### src/rtl/va_xlate_pkg.sv
package va_xlate_pkg;

    localparam int VA_W      = 64;
    localparam int REGION_LO = 62;   // bits 63:62 select the region
    localparam int DIRECT_W  = 59;   // direct window keeps bits 58:0
    localparam int COMPAT_W  = 29;   // compatibility windows keep bits 28:0
    localparam int COMPAT_LO = 31;   // bits 61:31 must be all ones for compat
    localparam int ALIGN_W   = 3;    // largest access is 8 bytes

    typedef enum logic [1:0] {
        ACC_FETCH = 2'b00,
        ACC_LOAD  = 2'b01,
        ACC_STORE = 2'b10,
        ACC_RSVD  = 2'b11
    } acc_kind_e;

    typedef enum logic [1:0] {
        SZ_B1 = 2'b00,
        SZ_B2 = 2'b01,
        SZ_B4 = 2'b10,
        SZ_B8 = 2'b11
    } acc_size_e;

    typedef enum logic [1:0] {
        RGN_USER   = 2'b00,
        RGN_SUPER  = 2'b01,
        RGN_DIRECT = 2'b10,
        RGN_KERNEL = 2'b11
    } region_e;

    typedef struct packed {
        logic            ok;
        logic            exc;
        logic            exc_store;
        logic [VA_W-1:0] paddr;
    } xlate_rsp_t;

    // Low-bit mask that must be clear for an access of the given size.
    function automatic logic [ALIGN_W-1:0] align_mask(input acc_size_e sz);
        case (sz)
            SZ_B1:   return 3'b000;
            SZ_B2:   return 3'b001;
            SZ_B4:   return 3'b011;
            default: return 3'b111;
        endcase
    endfunction

    // Only a data store gets the store-type code; reserved kind acts as load.
    function automatic logic kind_is_store(input acc_kind_e k);
        return (k == ACC_STORE);
    endfunction

endpackage

### src/rtl/va_align_chk.sv
module va_align_chk
    import va_xlate_pkg::*;
(
    input  logic [ALIGN_W-1:0] low_bits,
    input  acc_size_e          size,
    output logic               misaligned
);
    logic [ALIGN_W-1:0] mask;

    always_comb begin
        mask       = align_mask(size);
        misaligned = |(low_bits & mask);
    end
endmodule

### src/rtl/va_seg_decode.sv
module va_seg_decode
    import va_xlate_pkg::*;
(
    input  logic [VA_W-1:0] vaddr,
    output logic            pass,
    output logic [VA_W-1:0] paddr
);
    localparam int COMPAT_ONES = REGION_LO - COMPAT_LO;   // width of bits 61:31

    region_e    region;
    logic       compat_hit;
    logic [1:0] compat_sel;

    always_comb begin
        region     = region_e'(vaddr[VA_W-1:REGION_LO]);
        compat_hit = &vaddr[REGION_LO-1:COMPAT_LO];
        compat_sel = vaddr[COMPAT_LO-1:COMPAT_W];
        pass       = 1'b0;
        paddr      = '0;
        case (region)
            RGN_DIRECT: begin
                pass  = 1'b1;
                paddr = {{(VA_W-DIRECT_W){1'b0}}, vaddr[DIRECT_W-1:0]};
            end
            RGN_KERNEL: begin
                // only the two unmapped compatibility windows translate
                if (compat_hit && !compat_sel[1]) begin
                    pass  = 1'b1;
                    paddr = {{(VA_W-COMPAT_W){1'b0}}, vaddr[COMPAT_W-1:0]};
                end
            end
            default: begin
                pass = 1'b0;
            end
        endcase
    end

    logic unused_w;
    assign unused_w = (COMPAT_ONES == 0);
endmodule

### src/rtl/va_seg_xlate.sv
module va_seg_xlate
    import va_xlate_pkg::*;
(
    input  logic        clk,
    input  logic        rst,
    input  logic        req_valid,
    input  logic [63:0] req_vaddr,
    input  logic [1:0]  req_kind,
    input  logic [1:0]  req_size,
    output logic        rsp_valid,
    output logic        rsp_ok,
    output logic [63:0] rsp_paddr,
    output logic        rsp_exc,
    output logic        rsp_exc_store
);
    logic            misaligned;
    logic            seg_pass;
    logic [VA_W-1:0] seg_paddr;
    xlate_rsp_t      nxt;
    xlate_rsp_t      cur;
    logic            vld_q;

    va_align_chk u_align (
        .low_bits   (req_vaddr[ALIGN_W-1:0]),
        .size       (acc_size_e'(req_size)),
        .misaligned (misaligned)
    );

    va_seg_decode u_decode (
        .vaddr (req_vaddr),
        .pass  (seg_pass),
        .paddr (seg_paddr)
    );

    always_comb begin
        nxt           = '0;
        nxt.ok        = seg_pass && !misaligned;
        nxt.exc       = !nxt.ok;
        nxt.exc_store = nxt.exc && kind_is_store(acc_kind_e'(req_kind));
        nxt.paddr     = nxt.ok ? seg_paddr : '0;
    end

    always_ff @(posedge clk) begin
        if (rst) begin
            vld_q <= 1'b0;
            cur   <= '0;
        end else begin
            vld_q <= req_valid;
            cur   <= req_valid ? nxt : '0;
        end
    end

    assign rsp_valid     = vld_q;
    assign rsp_ok        = cur.ok;
    assign rsp_exc       = cur.exc;
    assign rsp_exc_store = cur.exc_store;
    assign rsp_paddr     = cur.paddr;
endmodule

### config.mk
export PLATFORM = sky130hd
export DESIGN_NAME = va_seg_xlate
export DESIGN_NICKNAME = d
export VERILOG_FILES = /design/src/rtl/va_xlate_pkg.sv /design/src/rtl/va_align_chk.sv /design/src/rtl/va_seg_decode.sv /design/src/rtl/va_seg_xlate.sv
export SDC_FILE = /design/constraint.sdc
export NUM_CORES = 1
export LEC_CHECK = 0
export BUFFER_PORTS_ARGS = -buffer_cell sky130_fd_sc_hd__buf_2
export CORE_ASPECT_RATIO = 0.75
export CORE_MARGIN = 2
export CORE_UTILIZATION = 36
export CTS_CLUSTER_SIZE = 30
export DETAILED_ROUTE_END_ITERATION = 10
export HOLD_SLACK_MARGIN = 0.1
export PLACE_DENSITY = 0.75
export SLEW_MARGIN = 10
export SYNTH_ARGS = -nofsm -noshare
export SYNTH_HDL_FRONTEND = slang
export SYNTH_SLANG_ARGS = --single-unit
### constraint.sdc
create_clock -name clk -period 1.1 [get_ports clk]
set_input_delay 0.22 -clock clk [delete_from_list [all_inputs] [get_ports clk]]
set_output_delay 0.22 -clock clk [all_outputs]
set_load 0.05 [all_outputs]
==> results.toml <==
[sta]
rsz0062_at_grt = "yes"
finalSetupTns_ns = 0
setup_viol = 0
timing.final.crit_share_pct = 98.1
fmax_ghz = 0.926
finalHoldViolations = 0
layout_min_cycle_time_ns = 1.08
setup_slack_ns = 0.0206
finalMaxSlewViolations = 0

[power]
finalPower_mw = 4.78
vdd_ir_drop_max_mv = 0.885
power_density_nw_per_um2 = 1310
p_leak_nw = 1.75

[routing]
viasPerCell = 4.24
wl_um = 6160
ant_nets = 0
drc = 0
drt_iter0_markers = 55
dr.pass1.iters = 5
vias = 1928
wl_per_cell_um = 13.5

[placed_design]
globalplace.congestion = 0.721
placed_cells = 397
port_buffers = 133
dp_hpwl_um = 3520
post-place-ws_ns = -0.320

[setup_path]
criticalPathCategory = "input port to flop"
crit_required_ns = 1.32
startpoint_type = "input port"
crit_path_end_kind = "flop"
path_max_fanout = 6
arrival_ns = 1.30

[synthesis]
synth_fa_ha_area_share_pct = 0
postSynthAreaPerCell_um2 = 10.3
synthSimpleGateAreaFrac_pct = 26.0
synth_seq_area_share_pct = 64.7
synth_area_um2 = 1950
synth-compound-area-share_pct = 2.82
synth_top_family_by_area = "simple AND/OR/NAND/NOR gates"
synth-xor-area-share_pct = 0
synth.area.mux_share_pct = 0
yosys_warnings = 0
ys_types = 22
synth_seq_cells = 63
synth_cells = 189

[global_route]
grt_pass1_vias = 1876
grt_overflow_total = 0
grt_max_degree = 31
grt_pass1_wl_um = 8480
antenna_found_initial = 0
grt_use_total_pct = 19.5

[clock_network]
htree_levels = 3
clock_path_buffers = 2
root_buffer = "clkbuf_8"
cts_tree = "built"
cts.clk_slew.worst_paths_ns = 0.06
cts_setup_buffers = 0
cts_inserted_buffers = 9
cts_sinks = 63

[cells_and_area]
num-nets-final = 446
fin_cells = 455
final_core_util_pct = 68.9
syn2layout_area_growth_pct = 87.2
drive_above_1_share_pct = 43.7
n_antenna_cell = 0

[outcome]
status = "finished, final reports clean"

[worst_hold_path]
holdPathEnd = "rsp_paddr[36]"
holdPathStages = 2
min_from = "req_vaddr[36]"
min_path_type = "input port to flop"

[die]
die_x_um = 89.0
die_h_um = 67.7
initial_core_util_pct = 36.8
num_rows = 23
fp.coreArea_um2 = 5300
dieArea_um2 = 6030
io-pin-count = 139

[job]
cap_violations = 0
-- cell usage in the layout (no fill, tap or decap), types with 2 or more instances in the layout --
| master | count |
|---|---|
| nor2_1 | 29 |
| dlygate4sd3_1 | 41 |
| clkbuf_1 | 2 |
| clkbuf_8 | 10 |
| o2111a_1 | 2 |
| nand2_1 | 29 |
| conb_1 | 5 |
| buf_6 | 30 |
| buf_2 | 63 |
| and2_1 | 30 |
| inv_1 | 2 |
| buf_4 | 49 |
| nand4_1 | 7 |
| clkinv_2 | 4 |
| dfxtp_1 | 62 |
-- metrics by stage --
| step | area (µm²) | hold WS [ns] |
|---|---|---|
| 2_1_floorplan | 1960 | 0.334 |
| 3_3_place_gp | 2710 | 0.422 |
| 3_5_place_dp | 2710 | 0.436 |
| 4_1_cts | 3420 | 0.100 |
| 5_1_grt | 3650 | 0.0777 |
| 6_report | 3650 | 0.0977 |
-- critical path, stage by stage --
cell	delay, ns
buf_2	0.10
nand4_1	0.11
nor4_2	0.33
buf_4	0.18
a21boi_4	0.09
o2111a_1	0.26
-- routing by layer --
metal  up-vias  GRT usage [%]  share of wire, %
li1        956              -                 -
met1       874           17.6                34
met2        88           37.5                55
met3        10           9.78               8.7
met4         0           7.09               1.6
met5         -              0                 0
-- flip-flops by register name, summed over array words and instances, names as in the netlist --
name           flops
rsp_exc            1
rsp_exc_store      1
rsp_ok             1
rsp_paddr         59
rsp_valid          1
-- where the power goes --
group	total, mW	internal [mW]	switching, mW
combinational	0.559	0.292	0.267
clock	1.91	1.10	0.814
sequential	2.31	2.30	0.00791
-- logic make-up after synthesis --
logic type | Yosys count
AO/OA/AOI/OAI | 7
buffers and inverters | 17
flip-flops | 63
other | 1
AND/OR/NAND/NOR | 101
-- what timing repair did --
item | 4_1_cts | 5_1_grt
hold buffers | 37 | 4
endpoints found under the hold margin | 37 | 6
pin swaps | 0 | 6
setup endpoints to repair | 63 | 55
gates resized for setup | 63 | 35
gates cloned | 0 | 1
-- synthesized netlist by cell type (all sizes together) --
cell	number	area, µm²
and2	30	188
nor4	2	12.5
buf	14	110
nand2b	1	13.8
nor2	29	109
o21ai	1	5.00
nand2	29	109
nand4b	1	8.76
a21boi	1	7.51
a21oi	1	5.00
and3b	1	12.5
nand4	7	43.8
dfxtp	63	1260
o2111a	2	22.5
clkinv	1	5.00
o211ai	1	7.51
inv	2	7.51
nor3	1	10.0
o21a	1	7.51
conb	1	3.75
-- cell type report --
| type | count | area (µm²) |
|---|---|---|
| fillers | 430 | 1650 |
| clock inverters | 4 | 45.0 |
| inverters | 3 | 12.5 |
| multi-input cells | 113 | 613 |
| flip-flops and latches | 63 | 1260 |
| well taps | 75 | 93.8 |
| clock buffers | 12 | 145 |
| repair buffers | 185 | 1480 |
-- how the worst max path moves through the flow --
stage | from | to | slack, ns | cells past startpoint
global placement | req_vaddr[38] | rsp_exc_store | -0.35 | 6
CTS | req_vaddr[38] | rsp_exc_store | 0.01 | 6
finish | req_vaddr[44] | rsp_exc_store | 0.02 | 6
detailed placement | req_vaddr[38] | rsp_paddr[16] | -0.32 | 7
global route | req_vaddr[44] | rsp_exc_store | -0.04 | 6
floorplan | req_size[1] | rsp_paddr[29] | 0.003 | 5
Note: power is estimated with default switching activity, not from simulation.
